===== config.mk =====
export PLATFORM = sky130hd
export DESIGN_NAME = ca_pattern_gen
export DESIGN_NICKNAME = d
export VERILOG_FILES = /design/src/rtl/capg_pkg.sv /design/src/rtl/capg_cell_array.sv /design/src/rtl/capg_seq_ctrl.sv /design/src/rtl/capg_out_stage.sv /design/src/rtl/ca_pattern_gen.sv
export SDC_FILE = /design/constraint.sdc
export NUM_CORES = 1
export LEC_CHECK = 0
export CELL_PAD_IN_SITES_DETAIL_PLACEMENT = 1
export CELL_PAD_IN_SITES_GLOBAL_PLACEMENT = 1
export CORE_MARGIN = 5
export CORE_UTILIZATION = 39
export DETAILED_ROUTE_END_ITERATION = 16
export GPL_TIMING_DRIVEN = 0
export PLACE_DENSITY = 0.76
export SLEW_MARGIN = 5
export SYNTH_ARGS = -nofsm -noshare
export SYNTH_HDL_FRONTEND = slang
export SYNTH_SLANG_ARGS = --single-unit

===== constraint.sdc =====
create_clock -name clk -period 2.5 [get_ports clk]
set_input_delay 0.5 -clock clk [delete_from_list [all_inputs] [get_ports clk]]
set_output_delay 0.5 -clock clk [all_outputs]
set_load 0.02 [all_outputs]

===== src/rtl/capg_pkg.sv =====
package capg_pkg;

    localparam int CA_CELLS  = 11;
    localparam int PAT_W     = 8;
    localparam int SEQ_STEPS = 16;

    typedef enum logic [2:0] {
        PH_IDLE,
        PH_FLIP,
        PH_DUAL,
        PH_STEP,
        PH_NORM,
        PH_CHECK,
        PH_DONE,
        PH_HALT
    } phase_t;

    typedef struct packed {
        logic load;
        logic flip;
        logic advance;
        logic dual;
    } ca_cmd_t;

    typedef struct packed {
        logic emit;
        logic last;
    } emit_t;

    function automatic logic rule_inner(input logic self_b, input logic right_b);
        return self_b ^ right_b;
    endfunction

    function automatic logic rule_left(input logic right_b, input logic dual);
        return dual ? ~right_b : right_b;
    endfunction

endpackage


===== src/rtl/capg_cell_array.sv =====
module capg_cell_array
    import capg_pkg::*;
#(
    parameter int               CELLS = CA_CELLS,
    parameter logic [CELLS-1:0] INIT  = '0
) (
    input  logic             clk,
    input  logic             rst,
    input  ca_cmd_t          cmd,
    output logic [CELLS-1:0] state_o
);

    logic [CELLS-1:0] st_q;
    logic [CELLS-1:0] st_d;

    // bit CELLS-1 is the leftmost cell, bit 0 the rightmost
    generate
        for (genvar b = 0; b < CELLS; b++) begin : g_cell
            if (b == CELLS-1) begin : g_left
                assign st_d[b] = cmd.advance ? rule_left(st_q[b-1], cmd.dual) : st_q[b];
            end else if (b == 0) begin : g_right
                assign st_d[b] = cmd.flip    ? ~st_q[b] :
                                 cmd.advance ? rule_inner(st_q[b], 1'b0) : st_q[b];
            end else begin : g_mid
                assign st_d[b] = cmd.advance ? rule_inner(st_q[b], st_q[b-1]) : st_q[b];
            end
        end
    endgenerate

    always_ff @(posedge clk) begin
        if (rst || cmd.load) begin
            st_q <= INIT;
        end else begin
            st_q <= st_d;
        end
    end

    assign state_o = st_q;

endmodule


===== src/rtl/capg_seq_ctrl.sv =====
module capg_seq_ctrl
    import capg_pkg::*;
#(
    parameter int CELLS      = CA_CELLS,
    parameter int SEQ_LEN    = SEQ_STEPS,
    parameter int LOOP_LIMIT = 16
) (
    input  logic             clk,
    input  logic             rst,
    input  logic             start_i,
    input  logic             load_i,
    input  logic [CELLS-1:0] state_i,
    output ca_cmd_t          cmd_o,
    output emit_t            emit_o,
    output logic             done_o,
    output logic             err_o
);

    localparam int CW = $clog2(SEQ_LEN);
    localparam int LW = $clog2(LOOP_LIMIT + 1);
    localparam logic [CW-1:0] CNT_LAST  = CW'(SEQ_LEN - 1);
    localparam logic [LW-1:0] LOOP_LAST = LW'(LOOP_LIMIT);

    phase_t           phase_q;
    logic [CW-1:0]    cnt_q;
    logic [LW-1:0]    loops_q;
    logic [CELLS-1:0] anchor_q;
    logic             at_rest;
    logic             seq_last;

    assign at_rest  = (phase_q == PH_IDLE) || (phase_q == PH_DONE) || (phase_q == PH_HALT);
    assign seq_last = (cnt_q == CNT_LAST);

    always_comb begin
        cmd_o  = '0;
        emit_o = '0;
        unique case (phase_q)
            PH_FLIP: cmd_o.flip = 1'b1;
            PH_DUAL: begin
                cmd_o.advance = 1'b1;
                cmd_o.dual    = 1'b1;
                emit_o.emit   = 1'b1;
                emit_o.last   = seq_last;
            end
            PH_STEP: cmd_o.advance = 1'b1;
            PH_NORM: begin
                cmd_o.advance = 1'b1;
                emit_o.emit   = 1'b1;
                emit_o.last   = seq_last;
            end
            default: cmd_o.load = at_rest & load_i;
        endcase
    end

    always_ff @(posedge clk) begin
        if (rst) begin
            phase_q  <= PH_IDLE;
            cnt_q    <= '0;
            loops_q  <= '0;
            anchor_q <= '0;
        end else begin
            unique case (phase_q)
                PH_IDLE, PH_DONE, PH_HALT: begin
                    if (load_i) begin
                        phase_q <= PH_IDLE;
                    end else if (start_i) begin
                        anchor_q <= state_i;
                        loops_q  <= '0;
                        phase_q  <= PH_FLIP;
                    end
                end
                PH_FLIP: begin
                    cnt_q   <= '0;
                    phase_q <= PH_DUAL;
                end
                PH_DUAL: begin
                    cnt_q <= cnt_q + 1'b1;
                    if (seq_last) begin
                        phase_q <= PH_STEP;
                    end
                end
                PH_STEP: begin
                    cnt_q   <= '0;
                    phase_q <= PH_NORM;
                end
                PH_NORM: begin
                    cnt_q <= cnt_q + 1'b1;
                    if (seq_last) begin
                        loops_q <= loops_q + 1'b1;
                        phase_q <= PH_CHECK;
                    end
                end
                PH_CHECK: begin
                    if (state_i == anchor_q) begin
                        phase_q <= PH_DONE;
                    end else if (loops_q >= LOOP_LAST) begin
                        phase_q <= PH_HALT;
                    end else begin
                        phase_q <= PH_FLIP;
                    end
                end
                default: phase_q <= PH_IDLE;
            endcase
        end
    end

    assign done_o = (phase_q == PH_DONE);
    assign err_o  = (phase_q == PH_HALT);

endmodule


===== src/rtl/capg_out_stage.sv =====
module capg_out_stage
    import capg_pkg::*;
#(
    parameter int CELLS = CA_CELLS,
    parameter int PW    = PAT_W
) (
    input  logic             clk,
    input  logic             rst,
    input  emit_t            emit_i,
    input  logic [CELLS-1:0] state_i,
    output logic [PW-1:0]    pattern_o,
    output logic             valid_o,
    output logic             seq_end_o
);

    always_ff @(posedge clk) begin
        if (rst) begin
            pattern_o <= '0;
            valid_o   <= 1'b0;
            seq_end_o <= 1'b0;
        end else begin
            valid_o   <= emit_i.emit;
            seq_end_o <= emit_i.emit & emit_i.last;
            if (emit_i.emit) begin
                pattern_o <= state_i[PW-1:0];
            end
        end
    end

endmodule


===== src/rtl/ca_pattern_gen.sv =====
module ca_pattern_gen
    import capg_pkg::*;
#(
    parameter logic [CA_CELLS-1:0] START_STATE = 11'h003,
    parameter int                  LOOP_LIMIT  = 16
) (
    input  logic             clk,
    input  logic             rst,
    input  logic             start_i,
    input  logic             load_i,
    output logic [PAT_W-1:0] pattern_o,
    output logic             valid_o,
    output logic             seq_end_o,
    output logic             done_o,
    output logic             error_o
);

    ca_cmd_t             cmd;
    emit_t               emit;
    logic [CA_CELLS-1:0] state;

    capg_cell_array #(
        .CELLS (CA_CELLS),
        .INIT  (START_STATE)
    ) u_cells (
        .clk     (clk),
        .rst     (rst),
        .cmd     (cmd),
        .state_o (state)
    );

    capg_seq_ctrl #(
        .CELLS      (CA_CELLS),
        .SEQ_LEN    (SEQ_STEPS),
        .LOOP_LIMIT (LOOP_LIMIT)
    ) u_ctrl (
        .clk     (clk),
        .rst     (rst),
        .start_i (start_i),
        .load_i  (load_i),
        .state_i (state),
        .cmd_o   (cmd),
        .emit_o  (emit),
        .done_o  (done_o),
        .err_o   (error_o)
    );

    capg_out_stage #(
        .CELLS (CA_CELLS),
        .PW    (PAT_W)
    ) u_out (
        .clk       (clk),
        .rst       (rst),
        .emit_i    (emit),
        .state_i   (state),
        .pattern_o (pattern_o),
        .valid_o   (valid_o),
        .seq_end_o (seq_end_o)
    );

endmodule


======== Word-level counts from Yosys, hierarchy flattened ========
Index checks and enable logic that the tools add are counted.
Widths: inputs -> output; s select.
word-level totals
  register bits ........................... 44
  logic and storage cells ................. 72
  output and inout port bits .............. 12
cells by class
  add/sub/neg operators ................... 2
  order comparisons ....................... 1
  muxes and demuxes ....................... 18
  bitwise gates (word level) .............. 14
  eq/ne operators ......................... 14
  reductions and logical operators ........ 14
operator list
  kind                 count
  $mux 3               6
  $pmux 3 s6           1
  $mux 5               3
  $eq 3x3->1 const B   4
  $eq 11x11->1         1
  $pmux 5 s2           1
  $xor 1x1->1          9
  $pmux 4 s2           1
  $eq 3x2->1 const B   2
  $reduce_and 3->1     2
  $reduce_or 3->1      2
  $add 5x1->5 const B  1
  $ge 5x5->1 const B   1
  $mux 1               5
  $add 4x1->4 const B  1
  $eq 4x4->1 const B   1
  $ne 2x1->1 const B   2
  $ne 2x2->1 const B   2
  $reduce_and 4->1     1
  $reduce_bool 2->1    2
  $reduce_or 2->1      2
  $reduce_or 4->1      1
  $eq 3x1->1 const B   1
  $logic_not 3->1      1
  other kinds (5)      10

======== Logic depth before layout (Yosys ltp) ========
  depth after elaboration ................. 6
  mapped depth ............................ 8
  mapped depth without buffers ............ 6

======== By module ========
From an unflattened synthesis, not the netlist that was laid out.
unflattened totals
  cells, all modules ...................... 259
  area total of the unflattened synthesis .. 2344.7 um2
modules (own cells, without submodules)
  module           area an instance (um2)  seq. area each (um2)  cells each  times used
  capg_seq_ctrl    1512.7                  460.4                 181         1
  capg_cell_array  485.5                   220.2                 48          1
  capg_out_stage   346.6                   200.2                 30          1

======== Least setup slack after synthesis ========
Ideal clock, no wire load.
  path type ............................... register to register
  start ................................... register u_ctrl.phase_q[2]
  end ..................................... register u_ctrl.phase_q[2]
  stages on the path, launching flop included .. 7
  buffers on the path ..................... 1
  period minus slack after synthesis ...... 1.822 ns
  setup slack ............................. 0.678 ns
  arrival ................................. 1.764 ns
  data required time ...................... 2.443 ns
  cell sequence ........................... dfxtp_1 buf_4 inv_1 ha_1 or4_1 o21ai_0 mux2_4
on the way
  word-level cells in the longest chain between the ends .. 4
  elaborated cells between the ends (all ways) .. 14
  those cells by class .................... eq/ne: 10; mux: 1; reduce/logical: 3
RTL lines
  what                                                  line                 text
  start: declaration                                    capg_seq_ctrl.sv:24  phase_t phase_q;
  start signal: assignment                              capg_seq_ctrl.sv:57  phase_q <= PH_IDLE;
  start signal: assignment                              capg_seq_ctrl.sv:65  phase_q <= PH_IDLE;
  start signal: assignment                              capg_seq_ctrl.sv:69  phase_q <= PH_FLIP;
  $eq 3x3->1 / $logic_not 3->1 (equally long branches)  capg_seq_ctrl.sv:62  unique case (phase_q)
  $reduce_or 3->1                                       capg_seq_ctrl.sv:62
  $ne 3x3->1 (no line)                                  n/a
  $reduce_and 3->1 (no line)                            n/a
Several ways; a longest one is shown, not always the timed one.
A chain may end at the register's enable or synchronous reset.

======== Worst setup path in the final report ========
  start ................................... register u_ctrl.phase_q[1]
  end ..................................... output error_o
on the way
  word-level cells in the longest chain between the ends .. 1
RTL lines
  what              line                  text
  $eq 3x3->1        capg_seq_ctrl.sv:108  assign err_o = (phase_q == PH_HALT);
  end: declaration  ca_pattern_gen.sv:15  output logic error_o
No other way between the ends.

==> results.tsv <==
metric	value	unit
post-route-period-util	0.903	
yosysTopAreaCellShare	0.415	
cp_cell_sequence	buf_2 > buf_2 > nand2_1 > nor2_1 > dlygate4sd2_1	
clock_latency	0.30	ns
synth_top_area_cell	dfxtp_1	
grt_max_degree	15	
die_w	83.8	um
syn-num-nets	256	
seq_area_frac_synth	0.415	
netlist_top_cells_area	dfxtp_1, xor2_1, nor2_1	
fmaxAchievable	443	MHz
status	complete, no violations	
cp_common_cell	buf_2	
cts_max_level	2	
setup_viol	0	
rows	26	
fill_cells	638	
gr-total-overflow	0	
cp.required	2.00	ns
worst_slew_pin_slew	0.518	ns
clock_sinks	44	
fin_skew	0.0110	ns
endpoint_kind	output pin	
synth_cells	248	
nNetsFinal	278	
yosys.area_share.simple	0.218	
die_y	83.8	um
critical_path_arrival	1.76	ns
critPathLaunchType	flip-flop	
path_buf_inv	3	
ant_nets	0	
yosys-top-cells-count	dfxtp_1, nor2_1, nand2_1	
finalWeightedCongestion	0.767	
cp_top_family	buffers and inverters	
grt_setup_unrepaired	false	
dieArea	7020	um^2
netlist_area	2120	um^2
io_pins	16	
worst-path-max-fanout	10	
dr.first_iter.drc_count	55	
yosys_warnings	0	
synth_compound_area_frac	0.131	
num_vias	1747	
finalCoreUtilization	0.476	
slowest_delay	0.39	ns
initial_core_util	0.408	
cts_buffers	5	
coreArea	5200	um^2
wl	5040	um
dr.pass1.iters	4	
io_buffers	15	
synth-edff-count	0	
synth-adder-area-share	0.0283	
syn_avg_cell_area	8.56	um^2
grt_pass1_vias	1731	
irDropWorstVdd	0.286	mV
async_flop_share	0	
cts_buffer_depth	2	
power.density	573	nW/um^2
yosys.cell_types.count	45	
p_leak	1.00	nW
cts_root_buf	clkbuf_8	
synthMuxAreaShare	0.0731	
drv_cap	0	
synthXorXnorAreaFrac	0.103	
drv_slew	0	
antenna_found_initial	0	
hold_violations	0	
via_per_inst	5.12	
dp_hpwl	3640	um
grt_pass1_wl	8410	um
yosys.cell_count.top_type	dfxtp_1	
clk_pin_slew	0.09	ns
crit_type	flip-flop to output pin	
n_antenna_cell	0	
cts_tree	yes	
drc	0	
tns	0	ns
cp_slowest_cell	dfxtp_1	
grt_usage	0.149	
synth_top_family_by_area	simple AND/OR/NAND/NOR gates	
slew_headroom	0.654	
finalCriticalPeriod	2.26	ns
area_growth	16.8	%
wl_per_cell	14.8	um
drive_gt1_frac	0.0812	
synth_seq_cells	44	
ys.flop_type	dfxtp_1	
hp-class	flip-flop to flip-flop	
-- cell families (layout without fill, tap and decap cells) --
kind of cell / count (synthesis) / count (layout)
xor+xnor: 25 / 25
fa+ha+maj: 5 / 5
simple gates: 102 / 102
compound gates: 43 / 43
mux: 15 / 15
buf+inv: 14 / 37
flops: 44 / 44
-- through the flow --
step           setup WS, ns  cells  power, mW  area, um^2  hold slack, ns
2_1_floorplan         0.678    248      0.814        2120           0.462
3_3_place_gp          0.287    333      0.847        2360           0.445
3_5_place_dp          0.251    333      0.849        2360           0.449
4_1_cts               0.232    341       1.43        2480           0.461
5_1_grt               0.128    341       1.47        2480           0.484
6_report              0.242    341       1.42        2480           0.458
-- where the power goes --
group          internal [mW]  leakage [nW]  total [mW]  switching (mW)
logic                 0.0455         0.587       0.119          0.0732
registers              0.708         0.355       0.715         0.00682
clock network          0.327        0.0614       0.588           0.261
-- registers in the layout (all words and copies together) (netlist names) --
name / cells
u_ctrl.loops_q: 5
u_cells.state_o: 11
u_out.pattern_o: 8
u_ctrl.anchor_q: 11
u_ctrl.phase_q: 3
u_out.valid_o: 1
u_ctrl.cnt_q: 4
u_out.seq_end_o: 1
-- worst register-to-register path: stages (launching register included) --
cell and delay (ns):
dfxtp_1 0.45, buf_4 0.22, inv_1 0.10, ha_1 0.39, or4_1 0.54, o21ai_0 0.16
mux2_4 0.16
-- cells in the final DEF (no fill, tap or decap), types with 3 or more instances in the layout --
master	count
nand3_1	5
nand2b_1	5
xor2_1	21
clkbuf_1	3
nor2_1	40
buf_2	5
o21bai_1	3
a21oi_1	18
ha_1	4
dfxtp_1	44
nor2b_1	5
nand2_1	31
clkbuf_8	6
mux2i_1	14
clkdlybuf4s50_1	13
o21ai_0	8
xnor2_1	4
-- final timing paths --
kind,from,endpoint,slack [ns],cells after the start
worst min register to register,u_out.pattern_o[5]$_SDFFE_PP0P_,u_out.pattern_o[5]$_SDFFE_PP0P_,0.46,2
worst max-delay path,u_ctrl.phase_q[1]$_SDFFE_PP0P_,error_o,0.24,5
worst max register to register,u_ctrl.phase_q[2]$_SDFFE_PP0P_,u_ctrl.phase_q[2]$_SDFFE_PP0P_,0.43,6
worst min-delay path,u_out.pattern_o[5]$_SDFFE_PP0P_,u_out.pattern_o[5]$_SDFFE_PP0P_,0.46,2
-- layout make-up --
| class | count | area, um^2 | area share |
|---|---|---|---|
| Buffer | 11 | 55.1 | 0.0222 |
| Clock buffer | 6 | 82.6 | 0.0333 |
| Clock inverter | 2 | 38.8 | 0.0156 |
| Inverter | 3 | 11.3 | 0.00454 |
| Multi-Input combinational cell | 190 | 1170 | 0.474 |
| Sequential cell | 44 | 881 | 0.355 |
| Tap cell | 70 | 87.6 | 0.0353 |
| Timing Repair Buffer | 15 | 148 | 0.0596 |
-- metal layers --
layer,GRT usage,routed length [um],vias up
met5,0,0,-
met4,0.0512,94,0
met3,0.0355,145,8
met2,0.232,2330,22
met1,0.200,2470,834
li1,-,-,883
-- repair_timing --
item,4_1_cts,5_1_grt
endpoints found under the setup margin,2,0
setup buffers,0,0
gates resized for setup,2,0
hold buffers,0,0
Power figures use the tool's default switching activity.
